--- config.mk ---
export PLATFORM = sky130hd
export DESIGN_NAME = pin_capture_timer
export DESIGN_NICKNAME = d
export VERILOG_FILES = /design/src/rtl/ic_pkg.sv /design/src/rtl/ic_pin_sync.sv /design/src/rtl/ic_counter.sv /design/src/rtl/ic_capture.sv /design/src/rtl/pin_capture_timer.sv
export SDC_FILE = /design/constraint.sdc
export NUM_CORES = 1
export LEC_CHECK = 0
export ABC_CLOCK_PERIOD_IN_PS = 2700
export BUFFER_PORTS_ARGS = -buffer_cell sky130_fd_sc_hd__buf_2
export CAP_MARGIN = 25
export CORE_MARGIN = 2
export CORE_UTILIZATION = 54
export CTS_CLUSTER_DIAMETER = 150
export CTS_CLUSTER_SIZE = 12
export DETAILED_ROUTE_END_ITERATION = 8
export GPL_TIMING_DRIVEN = 0
export PLACE_DENSITY = 0.78
export SETUP_SLACK_MARGIN = 0.1
export SLEW_MARGIN = 20
export SYNTH_ARGS = -nofsm -noshare
export SYNTH_HDL_FRONTEND = slang
export SYNTH_SLANG_ARGS = --single-unit
--- constraint.sdc ---
create_clock -name clk_i -period 2.7 [get_ports clk_i]
set_input_delay 0.54 -clock clk_i [delete_from_list [all_inputs] [get_ports clk_i]]
set_output_delay 0.54 -clock clk_i [all_outputs]
set_load 0.01 [all_outputs]
--- src/rtl/ic_pkg.sv ---
package ic_pkg;
  // control field positions, shared with software
  localparam int unsigned CTRL_LVL_BIT = 0;
  localparam int unsigned CTRL_RUN_BIT = 6;
  localparam int unsigned CTRL_CLR_BIT = 7;
  localparam int unsigned CTRL_SEL_LSB = 8;
  localparam int unsigned STAT_DONE_BIT = 0;
  // byte offsets
  localparam int unsigned OFS_DATA = 0;
  localparam int unsigned OFS_CTRL = 2;
  localparam int unsigned OFS_STAT = 4;
endpackage

--- src/rtl/ic_pin_sync.sv ---
module ic_pin_sync #(
  parameter int unsigned WIDTH  = 8,
  parameter int unsigned STAGES = 2
) (
  input  logic             clk_i,
  input  logic             rst_ni,
  input  logic [WIDTH-1:0] d_i,
  output logic [WIDTH-1:0] q_o
);
  logic [WIDTH-1:0] stg_q [STAGES];

  generate
    for (genvar s = 0; s < STAGES; s++) begin : g_stage
      if (s == 0) begin : g_first
        always_ff @(posedge clk_i or negedge rst_ni) begin
          if (!rst_ni) stg_q[s] <= '0;
          else         stg_q[s] <= d_i;
        end
      end else begin : g_next
        always_ff @(posedge clk_i or negedge rst_ni) begin
          if (!rst_ni) stg_q[s] <= '0;
          else         stg_q[s] <= stg_q[s-1];
        end
      end
    end
  endgenerate

  assign q_o = stg_q[STAGES-1];
endmodule

--- src/rtl/ic_counter.sv ---
module ic_counter #(
  parameter int unsigned WIDTH = 16
) (
  input  logic             clk_i,
  input  logic             rst_ni,
  input  logic             clr_i,
  input  logic             inc_i,
  output logic [WIDTH-1:0] cnt_o
);
  logic [WIDTH-1:0] cnt_q;

  always_ff @(posedge clk_i or negedge rst_ni) begin
    if (!rst_ni)    cnt_q <= '0;
    else if (clr_i) cnt_q <= '0;
    else if (inc_i) cnt_q <= cnt_q + 1'b1;
  end

  assign cnt_o = cnt_q;

  a_r3_clear_zeroes: assert property (@(posedge clk_i) disable iff (!rst_ni)
    clr_i |=> (cnt_o == '0));
endmodule

--- src/rtl/ic_capture.sv ---
module ic_capture #(
  parameter int unsigned WIDTH    = 16,
  parameter int unsigned NUM_PINS = 8,
  parameter int unsigned SEL_W    = 3
) (
  input  logic                clk_i,
  input  logic                rst_ni,
  input  logic                ctrl_wr_i,
  input  logic                stat_wr_i,
  input  logic                clr_i,
  input  logic                run_wr_i,
  input  logic                lvl_wr_i,
  input  logic [SEL_W-1:0]    sel_wr_i,
  input  logic [NUM_PINS-1:0] pins_sync_i,
  input  logic [WIDTH-1:0]    cnt_i,
  output logic                run_o,
  output logic                lvl_o,
  output logic [SEL_W-1:0]    sel_o,
  output logic                done_o,
  output logic                fire_o,
  output logic [WIDTH-1:0]    cap_o
);
  logic             run_q, lvl_q, done_q, armed_q;
  logic [SEL_W-1:0] sel_q;
  logic [WIDTH-1:0] cap_q;
  logic             match;

  assign match  = (pins_sync_i[sel_q] == lvl_q);
  // a control write in the same cycle wins; matching resumes next cycle
  assign fire_o = armed_q && run_q && match && !ctrl_wr_i;

  always_ff @(posedge clk_i or negedge rst_ni) begin
    if (!rst_ni) begin
      run_q   <= 1'b0;
      lvl_q   <= 1'b0;
      sel_q   <= '0;
    end else if (ctrl_wr_i) begin
      run_q   <= run_wr_i;
      lvl_q   <= lvl_wr_i;
      sel_q   <= sel_wr_i;
    end else if (fire_o) begin
      run_q   <= 1'b0;
    end
  end

  always_ff @(posedge clk_i or negedge rst_ni) begin
    if (!rst_ni) begin
      armed_q <= 1'b1;
      done_q  <= 1'b0;
    end else if (clr_i) begin
      armed_q <= 1'b1;
      done_q  <= 1'b0;
    end else if (fire_o) begin
      armed_q <= 1'b0;
      done_q  <= 1'b1;
    end else if (stat_wr_i) begin
      done_q  <= 1'b0;
    end
  end

  always_ff @(posedge clk_i or negedge rst_ni) begin
    if (!rst_ni)     cap_q <= '0;
    else if (fire_o) cap_q <= cnt_i;
  end

  assign run_o  = run_q;
  assign lvl_o  = lvl_q;
  assign sel_o  = sel_q;
  assign done_o = done_q;
  assign cap_o  = cap_q;

  a_r6_single_shot: assert property (@(posedge clk_i) disable iff (!rst_ni)
    (fire_o && !clr_i) |=> !fire_o);
  a_r7_status_clear: assert property (@(posedge clk_i) disable iff (!rst_ni)
    (stat_wr_i && !fire_o && !clr_i) |=> (!done_o && $stable(cap_o)));
endmodule

--- src/rtl/pin_capture_timer.sv ---
module pin_capture_timer #(
  parameter int unsigned DATA_W   = 16,
  parameter int unsigned ADDR_W   = 3,
  parameter int unsigned NUM_PINS = 8,
  parameter int unsigned SYNC_STG = 2
) (
  input  logic                clk_i,
  input  logic                rst_ni,
  input  logic [NUM_PINS-1:0] pins_i,
  input  logic                we_i,
  input  logic [ADDR_W-1:0]   addr_i,
  input  logic [DATA_W-1:0]   wdata_i,
  output logic [DATA_W-1:0]   rdata_o
);
  import ic_pkg::*;

  localparam int unsigned SEL_W = (NUM_PINS > 1) ? $clog2(NUM_PINS) : 1;

  logic                ctrl_wr, stat_wr, data_wr, clr;
  logic [NUM_PINS-1:0] pins_sync;
  logic [DATA_W-1:0]   cnt, cap;
  logic                run, lvl, done, fire;
  logic [SEL_W-1:0]    sel;

  assign ctrl_wr = we_i && (addr_i == ADDR_W'(OFS_CTRL));
  assign stat_wr = we_i && (addr_i == ADDR_W'(OFS_STAT));
  assign data_wr = we_i && (addr_i == ADDR_W'(OFS_DATA));
  assign clr     = ctrl_wr && wdata_i[CTRL_CLR_BIT];

  ic_pin_sync #(.WIDTH(NUM_PINS), .STAGES(SYNC_STG)) u_sync (
    .clk_i, .rst_ni, .d_i(pins_i), .q_o(pins_sync)
  );

  ic_counter #(.WIDTH(DATA_W)) u_cnt (
    .clk_i, .rst_ni, .clr_i(clr), .inc_i(run && !fire), .cnt_o(cnt)
  );

  ic_capture #(.WIDTH(DATA_W), .NUM_PINS(NUM_PINS), .SEL_W(SEL_W)) u_cap (
    .clk_i, .rst_ni,
    .ctrl_wr_i(ctrl_wr), .stat_wr_i(stat_wr), .clr_i(clr),
    .run_wr_i(wdata_i[CTRL_RUN_BIT]), .lvl_wr_i(wdata_i[CTRL_LVL_BIT]),
    .sel_wr_i(wdata_i[CTRL_SEL_LSB +: SEL_W]),
    .pins_sync_i(pins_sync), .cnt_i(cnt),
    .run_o(run), .lvl_o(lvl), .sel_o(sel), .done_o(done),
    .fire_o(fire), .cap_o(cap)
  );

  always_comb begin
    rdata_o = '0;
    if (addr_i == ADDR_W'(OFS_DATA)) begin
      rdata_o = cap;
    end else if (addr_i == ADDR_W'(OFS_CTRL)) begin
      rdata_o[CTRL_SEL_LSB +: SEL_W] = sel;
      rdata_o[CTRL_RUN_BIT]          = run;
      rdata_o[CTRL_LVL_BIT]          = lvl;
    end else if (addr_i == ADDR_W'(OFS_STAT)) begin
      rdata_o[STAT_DONE_BIT]         = done;
    end
  end

  a_r4_capture_value: assert property (@(posedge clk_i) disable iff (!rst_ni)
    fire |=> (cap == $past(cnt)));
  a_r5_halt_on_capture: assert property (@(posedge clk_i) disable iff (!rst_ni)
    fire |=> (cnt == $past(cnt) && !run && done));
  a_r2_count_step: assert property (@(posedge clk_i) disable iff (!rst_ni)
    (run && !fire && !clr) |=> (cnt == DATA_W'($past(cnt) + 1'b1)));
  a_r3_clear_done: assert property (@(posedge clk_i) disable iff (!rst_ni)
    clr |=> !done);
  a_r8_data_read_only: assert property (@(posedge clk_i) disable iff (!rst_ni)
    (data_wr && !fire) |=> $stable(cap));
endmodule

Yosys cells after proc, flatten, opt, wreduce, memory -nomap -nowiden

Cells that the tools add are included.

$add $sub $neg: 1
Multipliers: 0
Divide/modulo/power cells: 0
$lt $le $gt $ge: 1
Eq/ne operators: 3
Shifts and indexed selects: 0
Muxes and demuxes: 20
Bitwise gates (word level): 0
Reduce and logical (&&, ||, !) cells: 14

Operators by type and width:

| cell                  | number |
|---|---|
| $mux 16               | 2 |
| $add 16x1->16 const B | 1 |
| $mux 1                | 13 |
| $mux 5                | 2 |
| $logic_and 1x1->1     | 7 |
| $mux 3                | 2 |
| $reduce_bool 2->1     | 3 |
| $lt 3x4->1 const B    | 1 |
| $bmux 1 s3            | 1 |
| $eq 3x2->1 const B    | 1 |
| $eq 3x3->1 const B    | 1 |
| $logic_not 3->1       | 1 |
| $reduce_bool 3->1     | 1 |
| $logic_not 1->1       | 2 |
| $eq 1x1->1            | 1 |

Bits in registers: 55
Latch bits: 0
Bits in writable memories: 0
Bits in read-only memories: 0
Input bits: 30
Output and inout port bits: 16
Word-level logic and storage cells: 48
Memories kept: 0

Depth between registers and ports, before layout

Depth after elaboration: 9
Depth in mapped cells: 8
Mapped depth without buffers: 6

Cells and area by module

Synthesis repeated with hierarchy kept, for this count alone.

Cells, all modules: 202
Area, all modules: 2,586.2 um^2

By module, submodules not included:

| module            | instances | cells an instance | area each (um^2) | sequential area each (um^2) |
|---|---|---|---|---|
| ic_capture        | 1         | 62                | 994.7            | 576.8 |
| ic_counter        | 1         | 82                | 872.1            | 400.4 |
| ic_pin_sync       | 1         | 24                | 460.4            | 400.4 |
| pin_capture_timer | 1         | 34                | 259.0            | 0.0 |

Least setup slack after synthesis

Ideal clock, no wire load.

Kind: input port to flip-flop
From: input addr_i[1]
To: register u_cnt.cnt_q[14], in the netlist u_cnt.cnt_o[14]
Setup time: 0.069 ns
Data arrival time: 2.159 ns
Required time: 2.631 ns
Setup slack: 0.472 ns
Cell stages on the path: 7
Buffers on the path: 2
Cell sequence: buf_2 nor4bb_1 clkbuf_1 nor3_1 mux2_4 or4_1 nand3_1

Cells in the longest elaborated chain, start to end: 7
Elaborated cells between the ends (all ways): 9

RTL lines:

| item                               | RTL line                | text |
|---|---|---|
| from (decl)                        | pin_capture_timer.sv:11 | `input logic [ADDR_W-1:0] addr_i,` |
| $eq 3x2->1 *                       | pin_capture_timer.sv:25 | `assign ctrl_wr = we_i && (addr_i == ADDR_W'(OFS_CTRL));` |
| $logic_and 1x1->1 *                | pin_capture_timer.sv:25 |  |
| $logic_not 1->1                    | ic_capture.sv:30        | `assign fire_o = armed_q && run_q && match && !ctrl_wr_i;` |
| $logic_and 1x1->1                  | ic_capture.sv:30        |  |
| $logic_not 1->1                    | pin_capture_timer.sv:35 | `.clk_i, .rst_ni, .clr_i(clr), .inc_i(run && !fire), .cnt_o(cnt)` |
| $logic_and 1x1->1                  | pin_capture_timer.sv:35 |  |
| $reduce_bool 2->1 (no source line) | -                       |  |
| to (signal assigned)               | ic_counter.sv:15        | `else if (inc_i) cnt_q <= cnt_q + 1'b1;` |
| to (decl)                          | ic_counter.sv:10        | `logic [WIDTH-1:0] cnt_q;` |

Mark *: on every way between the ends. The rest lies on a longest branch, timed or not.
A chain may end at the register's enable or synchronous reset.

Worst setup path after layout

From: register u_cap.sel_q[0], in the netlist u_cap.sel_o[0]
To: register u_cnt.cnt_q[14], in the netlist u_cnt.cnt_o[14]

Cells in the longest elaborated chain, start to end: 8

RTL lines:

| item                               | RTL line                | text |
|---|---|---|
| from (decl)                        | ic_capture.sv:24        | `logic [SEL_W-1:0] sel_q;` |
| from (signal assigned)             | ic_capture.sv:40        | `sel_q <= sel_wr_i;` |
| $bmux 1 s3                         | ic_capture.sv:28        | `assign match = (pins_sync_i[sel_q] == lvl_q);` |
| $mux 1 (not written as such)       | ic_capture.sv:28        |  |
| $eq 1x1->1                         | ic_capture.sv:28        |  |
| $logic_and 1x1->1 (2 in series)    | ic_capture.sv:30        |  |
| $logic_not 1->1                    | pin_capture_timer.sv:35 |  |
| $logic_and 1x1->1                  | pin_capture_timer.sv:35 |  |
| $reduce_bool 2->1 (no source line) | -                       |  |

Every way passes these cells. The select of a mux whose other input is x is not followed.

==> metrics.md <==
| Metric | Value |
|---|---|
| R2R Path Start | `u_cap.sel_o[0]` |
| Tcrit/Tclk final | `~90%` |
| Hold slack | `0.2585 ns` |
| Syn_area_per_cell | `approximately 9.7 sq um` |
| GR Overflow Total | `0` |
| WL/cell | `13.96 um` |
| Worst-Margin Slew | `0.6651 ns` |
| Syn_nets | `280` |
| Die Area | `slightly above 5000 sq um` |
| Via count | `around 1.9k` |
| Seq cells post-synth | `55` |
| F_max | `approximately 410 MHz` |
| Largest net degree at the start of global routing | `between 50 and 60` |
| Crit Path Class | `flip-flop to flip-flop` |
| CP cell instances | `mux2_2, mux4_2, mux2_4, or4_1, nand3_1` |
| CTS hold repair buffers | `0` |
| Max stage delay on crit path | `0.52 ns` |
| Slowest CP cell | `mux4_2` |
| Fin. max-slew vios | `0` |
| Post-Syn Instances | `between 200 and 250` |
| Cts bufs inserted | `5` |
| Gpl congestion | `~0.88` |
| WP data required | `2.95 ns` |
| Via/cell ratio | `5.466` |
| 1st-iter DRT viols | `around 230` |
| Clk Latency, worst-skew pair | `a little over 0.3 ns` |
| Number of flops mapped to enable cells by yosys | `0` |
| CTS sink cnt | `55` |
| Worst hold path class | `input port to asynchronous set/reset pin` |
| VDD IR-drop max | `roughly 0.00047 V` |
| P&R area growth vs syn | `14.08%` |
| Die Wd | `between 70 and 80 um` |
| Ant diodes | `0` |
| Status | `finished clean` |
| Setup crit start | `u_cap.sel_o[0]` |
| # H-tree levels | `2` |
| Number of global-route vias before repair | `1,783` |
| Yosys warning total | `0` |
| Total Wirelength | `4.787 mm` |
| Sequential area share after synthesis | `56.99%` |
| Max-cap violations | `0` |
| Worst Path Arrival | `around 2.7 ns` |
| RSZ-0062 raised after global routing | `no` |
| Port Buffers | `34` |
| Total track usage | `between 20% and 30%` |
| CTS tree | `built` |
| Initial antenna violation count | `0` |
| Starting Density | `a little under three fifths` |
| Fillers | `372` |
| FF+latch area | `about 1400 sq um` |
| Dpl hpwl | `approximately 3.3 mm` |
| Final Hold Viols | `0` |
| Final ANT Viol Nets | `0` |
| Share of flip-flops with an asynchronous set or reset | `between 90% and 100%` |
| Period minus WS final | `2.422 ns` |
| Main flop type after synthesis | `dfrtp_1` |
| Worst path bufs/invs | `0` |
| FP Rows | `24` |
| Critical Path Fanout Max | `6` |
| Multi-input logic area | `roughly 1000 sq um` |
| Core ar. | `about 4300 sq um` |
| Layout cells sized above 1 | `about a fifth` |
| Leak pwr | `~1.3 nW` |
| Setup crit end kind | `flip-flop` |
| Postcts setup bufs | `0` |
| Most common cell after layout, fill and taps aside | `nand2_1` |
| 1st-pass router iterations | `4` |
| Global-route wire length before repair | `a little over 8 mm` |
| Sum Neg Setup Slack | `0 ns` |
| Netlist cell types | `35` |
| Die span in y | `70.91 um` |
| Drc violations | `0` |
| Most frequent cells in the layout | `nand2_1 (68), dfrtp_1 (54), buf_2 (35)` |
| Syn Std Cell Area | `2417 sq um` |
| I/O Pins | `46` |
| Clock Pin Slew Worst Setup and Hold Paths | `0.10 ns` |
| Power Density | `between 700 and 800 nW/um^2` |
| Startpoint class of the critical path | `flip-flop` |
| Setup-failing EPs final | `0` |
| Final nets | `between 300 and 400` |
| Clock Skews | `approximately 0.0054 ns` |
| Root Buffer | `clkbuf_8` |
| Slew margin rel. | `55.66%` |
| CP delay by family, top | `multiplexers` |
| Clock Path Buffers | `2` |
final cells by class:
cell class	count	share of cell area, %
Sequential cell	55	49.95
Multi-Input combinational cell	182	36.12
Buffer	11	1.860
Tap cell	52	2.359
Clock buffer	5	2.495
Inverter	1	0.1361
Timing Repair Buffer	34	6.261
Clock inverter	3	0.8167
power breakdown:
group          total (W)  leakage (nW)  switching, W  internal, W
logic           0.000397         0.568      0.000227     0.000170
registers        0.00111         0.707      0.000113     0.000993
clock network   0.000463        0.0485      0.000276     0.000186
registers in the layout (all words and copies together) (netlist names):
name / cells
u_cap.cap_o: 16
u_cap.armed_q: 1
u_cnt.cnt_o: 16
u_cap.done_o: 1
u_sync.q_o: 8
u_cap.lvl_o: 1
u_cap.run_o: 1
u_cap.sel_o: 3
u_sync.stg_q: 8
what timing repair did:
item	CTS	global route
resized for setup	0	2
setup endpoints to repair	0	21
endpoints found under the hold margin	0	0
synth_stat cells (all sizes together) (5+ instances only):
master | n | area, sq um
nand2b | 6 | 37.54
mux2i | 6 | 63.81
nand3 | 9 | 45.04
clkbuf | 8 | 30.03
nor2 | 17 | 63.81
mux2 | 5 | 60.05
nand4 | 5 | 31.28
and2 | 13 | 81.33
o21ai | 19 | 95.09
o31ai | 6 | 45.04
dfrtp | 54 | 1351
nand2 | 69 | 261.5
metal layers:
layer / global-route usage, % / vias to the layer above / part of all wire, %
li1: - / 929 / -
met1: 29.31 / 908 / 49
met2: 33.13 / 34 / 47
met3: 4.843 / 4 / 3.4
met4: 6.709 / 0 / 1.0
met5: 0 / - / 0
worst reg2reg max path: stages (launching register included):
cell,delay [ns]
dfrtp_1,0.49
mux2_2,0.38
mux4_2,0.52
mux2_4,0.36
or4_1,0.52
nand3_1,0.10
worst paths after layout:
path	slack (ns)	endpoint	cells after the start
worst min register to register	0.36	u_sync.q_o[5]	0
min in group clk_i	0.33	u_sync.stg_q[12]	1
max in group asynchronous	2.00	u_cap.cap_o[5]	1
worst max-delay path	0.28	u_cnt.cnt_o[14]	5
worst max register to register	0.28	u_cnt.cnt_o[14]	5
worst min-delay path	0.26	u_sync.q_o[3]	1
metrics by stage:
| step | instances | cell area, sq um | utilization, % | worst slack [ns] | power, W |
|---|---|---|---|---|---|
| 2_1_floorplan | 249 | 2417 | - | 0.4717 | 0.001379 |
| 4_1_cts | 343 | 2746 | 63.51 | 0.1144 | 0.001972 |
| 6_report | 343 | 2758 | 63.77 | 0.2783 | 0.001967 |
| 5_1_grt | 343 | 2758 | 63.77 | 0.1445 | 0.002096 |
| 3_5_place_dp | 335 | 2655 | 61.40 | 0.03710 | 0.001513 |
| 3_3_place_gp | 335 | 2653 | 61.34 | 0.08065 | 0.001493 |
kinds of logic (layout without fill, tap and decap cells):
kind of cell | Yosys count | in the layout | share of synthesized area [%]
flops | 55 | 55 | 56.99
mux | 12 | 12 | 6.055
fa+ha+maj | 1 | 1 | 0.5175
buf+inv | 12 | 54 | 2.277
compound gates | 36 | 36 | 8.851
simple gates | 133 | 133 | 25.31
Note: power is estimated with default switching activity, not from simulation.
